### src/rtl/col_scan_pkg.sv
package col_scan_pkg;

  // Line configuration, latched when a line starts
  typedef struct packed {
    logic right;  // 1: ascending group index
    logic wide;   // 1: full width, 0: narrow centred width
  } scan_cfg_t;

  localparam scan_cfg_t CFG_RESET = '{right: 1'b1, wide: 1'b1};

endpackage

### src/rtl/cs_phase_edge.sv
module cs_phase_edge (
  input  logic clk,
  input  logic rst_n,
  input  logic phase1,
  input  logic phase2,
  output logic rise1,
  output logic step
);
  logic p1_q, p2_q;

  // Reset to 1 so that a level already high at reset release is no edge
  always_ff @(posedge clk or negedge rst_n) begin
    if (!rst_n) begin
      p1_q <= 1'b1;
      p2_q <= 1'b1;
    end else begin
      p1_q <= phase1;
      p2_q <= phase2;
    end
  end

  assign rise1 = phase1 & ~p1_q;
  assign step  = rise1 | (phase2 & ~p2_q);
endmodule

### src/rtl/cs_line_cfg.sv
module cs_line_cfg
  import col_scan_pkg::*;
#(
  parameter int NUM_GROUPS    = 86,
  parameter int BORDER_GROUPS = 3
) (
  input  logic                  clk,
  input  logic                  rst_n,
  input  logic                  load,
  input  logic                  dir_in,
  input  logic                  wide_in,
  output scan_cfg_t             eff_cfg,
  output logic [NUM_GROUPS-1:0] black_o
);
  scan_cfg_t cur_q;
  logic [NUM_GROUPS-1:0] border_mask;

  genvar g;
  generate
    for (g = 0; g < NUM_GROUPS; g++) begin : g_mask
      localparam bit IS_BORDER = (g < BORDER_GROUPS) || (g >= NUM_GROUPS - BORDER_GROUPS);
      assign border_mask[g] = IS_BORDER;
    end
  endgenerate

  always_ff @(posedge clk or negedge rst_n) begin
    if (!rst_n) begin
      cur_q   <= CFG_RESET;
      black_o <= '0;
    end else if (load) begin
      cur_q   <= '{right: dir_in, wide: wide_in};
      black_o <= wide_in ? '0 : border_mask;
    end
  end

  // A new line uses the incoming pins; a running line uses the latched copy
  always_comb begin
    if (load) eff_cfg = '{right: dir_in, wide: wide_in};
    else      eff_cfg = cur_q;
  end
endmodule

### src/rtl/cs_token_chain.sv
module cs_token_chain
  import col_scan_pkg::*;
#(
  parameter int NUM_GROUPS    = 86,
  parameter int BORDER_GROUPS = 3
) (
  input  logic                  clk,
  input  logic                  rst_n,
  input  logic                  load,
  input  logic                  step,
  input  scan_cfg_t             cfg,
  output logic [NUM_GROUPS-1:0] tok
);
  localparam int LAST   = NUM_GROUPS - 1;
  localparam int LO_NAR = BORDER_GROUPS;
  localparam int HI_NAR = NUM_GROUPS - 1 - BORDER_GROUPS;

  genvar g;
  generate
    for (g = 0; g < NUM_GROUPS; g++) begin : g_stage
      localparam bit IS_BORDER = (g < BORDER_GROUPS) || (g > HI_NAR);
      localparam bit FIRST_RF  = (g == 0);
      localparam bit FIRST_LF  = (g == LAST);
      localparam bit FIRST_RN  = (g == LO_NAR);
      localparam bit FIRST_LN  = (g == HI_NAR);

      logic from_lower, from_upper, allowed, is_first, nxt;

      if (g == 0) begin : g_lo_edge
        assign from_lower = 1'b0;
      end else begin : g_lo_mid
        assign from_lower = tok[g-1];
      end

      if (g == LAST) begin : g_hi_edge
        assign from_upper = 1'b0;
      end else begin : g_hi_mid
        assign from_upper = tok[g+1];
      end

      assign allowed  = cfg.wide | ~IS_BORDER;
      assign is_first = cfg.right ? (cfg.wide ? FIRST_RF : FIRST_RN)
                                  : (cfg.wide ? FIRST_LF : FIRST_LN);

      always_comb begin
        if (load)      nxt = is_first;
        else if (step) nxt = allowed & (cfg.right ? from_lower : from_upper);
        else           nxt = tok[g];
      end

      always_ff @(posedge clk or negedge rst_n) begin
        if (!rst_n) tok[g] <= 1'b0;
        else        tok[g] <= nxt;
      end
    end
  endgenerate
endmodule

### src/rtl/col_scan_top.sv
module col_scan_top
  import col_scan_pkg::*;
#(
  parameter int TOTAL_COLS     = 1032,
  parameter int NARROW_COLS    = 960,
  parameter int COLS_PER_GROUP = 12
) (
  input  logic                                   clk,
  input  logic                                   rst_n,
  input  logic                                   phase1,
  input  logic                                   phase2,
  input  logic                                   start,
  input  logic                                   dir_right,
  input  logic                                   wide_n,
  output logic [TOTAL_COLS/COLS_PER_GROUP-1:0]   grp_en,
  output logic [TOTAL_COLS/COLS_PER_GROUP-1:0]   grp_black
);
  localparam int NUM_GROUPS    = TOTAL_COLS / COLS_PER_GROUP;
  localparam int NARROW_GROUPS = NARROW_COLS / COLS_PER_GROUP;
  localparam int BORDER_GROUPS = (NUM_GROUPS - NARROW_GROUPS) / 2;

  logic      rise1, step, load;
  scan_cfg_t eff_cfg;

  cs_phase_edge u_edge (
    .clk    (clk),
    .rst_n  (rst_n),
    .phase1 (phase1),
    .phase2 (phase2),
    .rise1  (rise1),
    .step   (step)
  );

  assign load = rise1 & start;

  cs_line_cfg #(
    .NUM_GROUPS    (NUM_GROUPS),
    .BORDER_GROUPS (BORDER_GROUPS)
  ) u_cfg (
    .clk     (clk),
    .rst_n   (rst_n),
    .load    (load),
    .dir_in  (dir_right),
    .wide_in (wide_n),
    .eff_cfg (eff_cfg),
    .black_o (grp_black)
  );

  cs_token_chain #(
    .NUM_GROUPS    (NUM_GROUPS),
    .BORDER_GROUPS (BORDER_GROUPS)
  ) u_chain (
    .clk   (clk),
    .rst_n (rst_n),
    .load  (load),
    .step  (step),
    .cfg   (eff_cfg),
    .tok   (grp_en)
  );
endmodule

### config.mk
export PLATFORM = sky130hd
export DESIGN_NAME = col_scan_top
export DESIGN_NICKNAME = d
export VERILOG_FILES = /design/src/rtl/col_scan_pkg.sv /design/src/rtl/cs_phase_edge.sv /design/src/rtl/cs_line_cfg.sv /design/src/rtl/cs_token_chain.sv /design/src/rtl/col_scan_top.sv
export SDC_FILE = /design/constraint.sdc
export NUM_CORES = 1
export LEC_CHECK = 0
export ABC_AREA = 1
export BUFFER_PORTS_ARGS = -buffer_cell sky130_fd_sc_hd__buf_2
export CAP_MARGIN = 25
export CELL_PAD_IN_SITES_DETAIL_PLACEMENT = 1
export CELL_PAD_IN_SITES_GLOBAL_PLACEMENT = 1
export CORE_AREA = 2 2 123 125
export CTS_CLUSTER_SIZE = 16
export DETAILED_ROUTE_END_ITERATION = 12
export DIE_AREA = 0 0 125 127
export GPL_ROUTABILITY_DRIVEN = 0
export GPL_TIMING_DRIVEN = 1
export PLACE_DENSITY_LB_ADDON = 0.1
export REMOVE_ABC_BUFFERS = 1
export SKIP_LAST_GASP = 1
export SLEW_MARGIN = 20
export SYNTH_ARGS = -nofsm -noshare
export SYNTH_HDL_FRONTEND = slang
export SYNTH_SLANG_ARGS = --single-unit
### constraint.sdc
create_clock -name clk -period 4.2 [get_ports clk]
set_input_delay 0.42 -clock clk [delete_from_list [all_inputs] [get_ports clk]]
set_output_delay 0.42 -clock clk [all_outputs]
set_load 0.03 [all_outputs]
==> results_dict.tcl <==
set metrics [dict create \
    vdd_ir_drop_max_v 0.000202 \
    groute.usage.overall_pct 16.0 \
    gr-total-overflow 0 \
    route.top_layer_used "met4" \
    detailed_place.area_um2 5330 \
    synth-seq-area-share_pct 39.8 \
    timing.critical_path.max_delay_family "simple AND/OR/NAND/NOR gates" \
    via_to_cell_ratio 4.56 \
    critical_path_launch_point_type "flop" \
    final_net_count 754 \
    synth_area_per_cell_um2 7.55 \
    final_common_cell "sky130_fd_sc_hd__nand2_1" \
    drt-pass1-iter-count 4 \
    status "completed" \
    clock_tree.root_cell "sky130_fd_sc_hd__clkbuf_16" \
    path_class "reg -> reg" \
    route.antenna.remaining_nets 0 \
    timing.critical_path.slowest_cell_delay_ns 0.65 \
    finalHoldViolCount 0 \
    pwr_density_cell_nw_per_um2 645 \
    synth_top_area_share_pct 38.0 \
    grt_max_degree 84 \
    htree_levels 3 \
    timing.final.crit_period_ns 2.31 \
    floorplan.io_pins 179 \
    dieWidth_um 125 \
    timing.critical_path.cells "inv_1, nand3_4, nand2_2, nand2_2, buf_4, nand2_1, nand2_1, inv_1, nand2_1, nand2_1" \
    timing.final.crit_share_pct 54.9 \
    worst-path-max-fanout 48 \
    final-setup-viol-count 0 \
    die_h_um 127 \
    drt-met1-wl_um 6020 \
    cts_buffer_depth 2 \
    cts_buffers 9 \
    effective_utilization_at_floorplan_pct 39.7 \
    met2_length_um 5940 \
    post_cts.resized_instances 0 \
    post_synth_instance_area_um2 5730 \
    tritoncts "built" \
    met3RoutedLength_um 525 \
    first_pass_grt_wire_length_um 20900 \
    antenna_found_initial 0 \
    grt_pass1_vias 4269 \
    worstMarginPinSlew_ns 0.905 \
    clkSinkCount 91 \
    detailedPlace.worstSlack_ns 1.68 \
    grt_setup_unrepaired "no" \
    dr_total_vias 4265 \
    setup-tns-final_ns 0 \
    final-max-slew-violation-count 0 \
    critical_path_required_ns 4.44 \
    drt-total-wl_um 12700 \
    top_library_cells_by_usage_in_the_layout_fill_and_taps_aside "sky130_fd_sc_hd__nand2_1 (185), sky130_fd_sc_hd__buf_2 (97), sky130_fd_sc_hd__inv_1 (92), sky130_fd_sc_hd__dfrtp_1 (87), sky130_fd_sc_hd__nand3_1 (81)" \
    areaGrowthSynthToFinish_pct -2.42 \
    final.setup_skew_ns 0.00654 \
    buffer_ports.inserted 98 \
    first_iter_violations 234 \
    die_area_um2 15900 \
    critPathCaptureType "flop" \
    timing.hold.worst.class "in -> async" \
    cap_viol_max_count 0 \
    post-dp-hpwl_um 8370 \
    synthDominantAreaCellType "sky130_fd_sc_hd__dfrtp_1" \
    synth-seq-cells 91 \
    cts_setup_buffers 0 \
    yosysUniqueCellTypes 20 \
    critical_path.n_buffers_inverters 3 \
    core_um2 14400 \
    drcViolationCount 0 \
    critical_path_arrival_ns 2.54 \
    post-route-worst-setup-slack_ns 1.89 \
    cp_slowest_cell "sky130_fd_sc_hd__nand2_2" \
    antennaDiodeCount 0 \
    critical_path_most_common_cell "sky130_fd_sc_hd__nand2_1" \
    count_of_mapped_cells_out_of_synthesis 759 \
    total_power_mw 3.61 \
    fmaxAchievable_mhz 434 \
    p_leak_nw 3.12 \
    cts.reportedPaths.clkPinSlew_ns 0.07 \
    relSlewSlack_pct 39.5 \
    fin_area_um2 5590 \
    cts-hold-fix-buffers 0 \
    wl_per_cell_um 13.5 \
    drive_gt1_share_pct 16.5 \
    most_area_consuming_cells_after_synthesis "sky130_fd_sc_hd__dfrtp_1 (38%), sky130_fd_sc_hd__buf_4 (24%), sky130_fd_sc_hd__nand2_1 (12%), sky130_fd_sc_hd__nand3_1 (7.1%), sky130_fd_sc_hd__inv_1 (6.0%)" \
    synth.yosys.warnings 0 \
    worstSkewPairLatency_ns 0.34 \
    rows 44 \
]
## cell families (layout without fill, tap and decap cells)
group,count (synthesis),after routing,synth area share [%]
other cells,1,80,0.0654
simple gates,277,277,20.3
buf+inv,299,213,31.8
flops,91,91,39.8
compound gates,91,91,7.99
## final cells by class
cell class	instances	area, um2
well taps	184	230
inverters	93	349
repair buffers	104	538
flip-flops and latches	91	2280
multi-input cells	448	1930
clock buffers	16	262
fillers	1843	8830
## layer usage
layer | GRT usage (%) | vias up
li1 | - | 2064
met1 | 21.4 | 2069
met2 | 26.5 | 117
met3 | 2.81 | 15
met4 | 5.62 | 0
met5 | 0 | -
## final timing paths
| kind | depth (start not counted) | slack [ns] | startpoint | to |
|---|---|---|---|---|
| setup / recovery | 10 | 1.89 | u_edge.p1_q | u_chain.g_stage[2].from_upper |
| min in group clk | 1 | 0.19 | phase2 | u_edge.p2_q |
| setup reg to reg | 10 | 1.89 | u_edge.p1_q | u_chain.g_stage[2].from_upper |
| max in group asynchronous | 2 | 3.09 | rst_n | u_chain.g_stage[37].from_upper |
| hold / removal | 1 | 0.16 | rst_n | u_chain.g_stage[1].from_lower |
| hold reg to reg | 2 | 0.51 | u_chain.g_stage[81].from_upper | u_chain.g_stage[81].from_upper |
## power by group
part	switching [mW]	internal (mW)	total, mW
clock network	0.326	0.420	0.746
registers	0.140	1.12	1.26
logic	1.21	0.394	1.60
total	1.68	1.93	3.61
## registers in the layout, summed over array words and instances (netlist names)
register	count
u_edge.p1_q	1
u_edge.p2_q	1
u_cfg.black_o	1
u_chain.g_stage.from_upper	83
u_chain.g_stage.from_lower	3
u_cfg.cur_q	2
## synth_stat cells (all sizes together)
master,number
nand4,2
nor2,4
o21a,1
buf,193
clkbuf,13
dfrtp,87
nand2,189
conb,1
dfstp,4
o21ai,89
nand3,82
a21oi,1
inv,93
## through the flow
step	std cells	hold WS, ns	utilization [%]
after floorplan	632	0.124	-
after global placement	920	0.487	36.9
after global routing	936	0.177	38.8
final	936	0.159	38.8
after CTS	936	0.175	38.7
after detailed placement	920	0.495	36.9
Power figures use the tool's default switching activity.
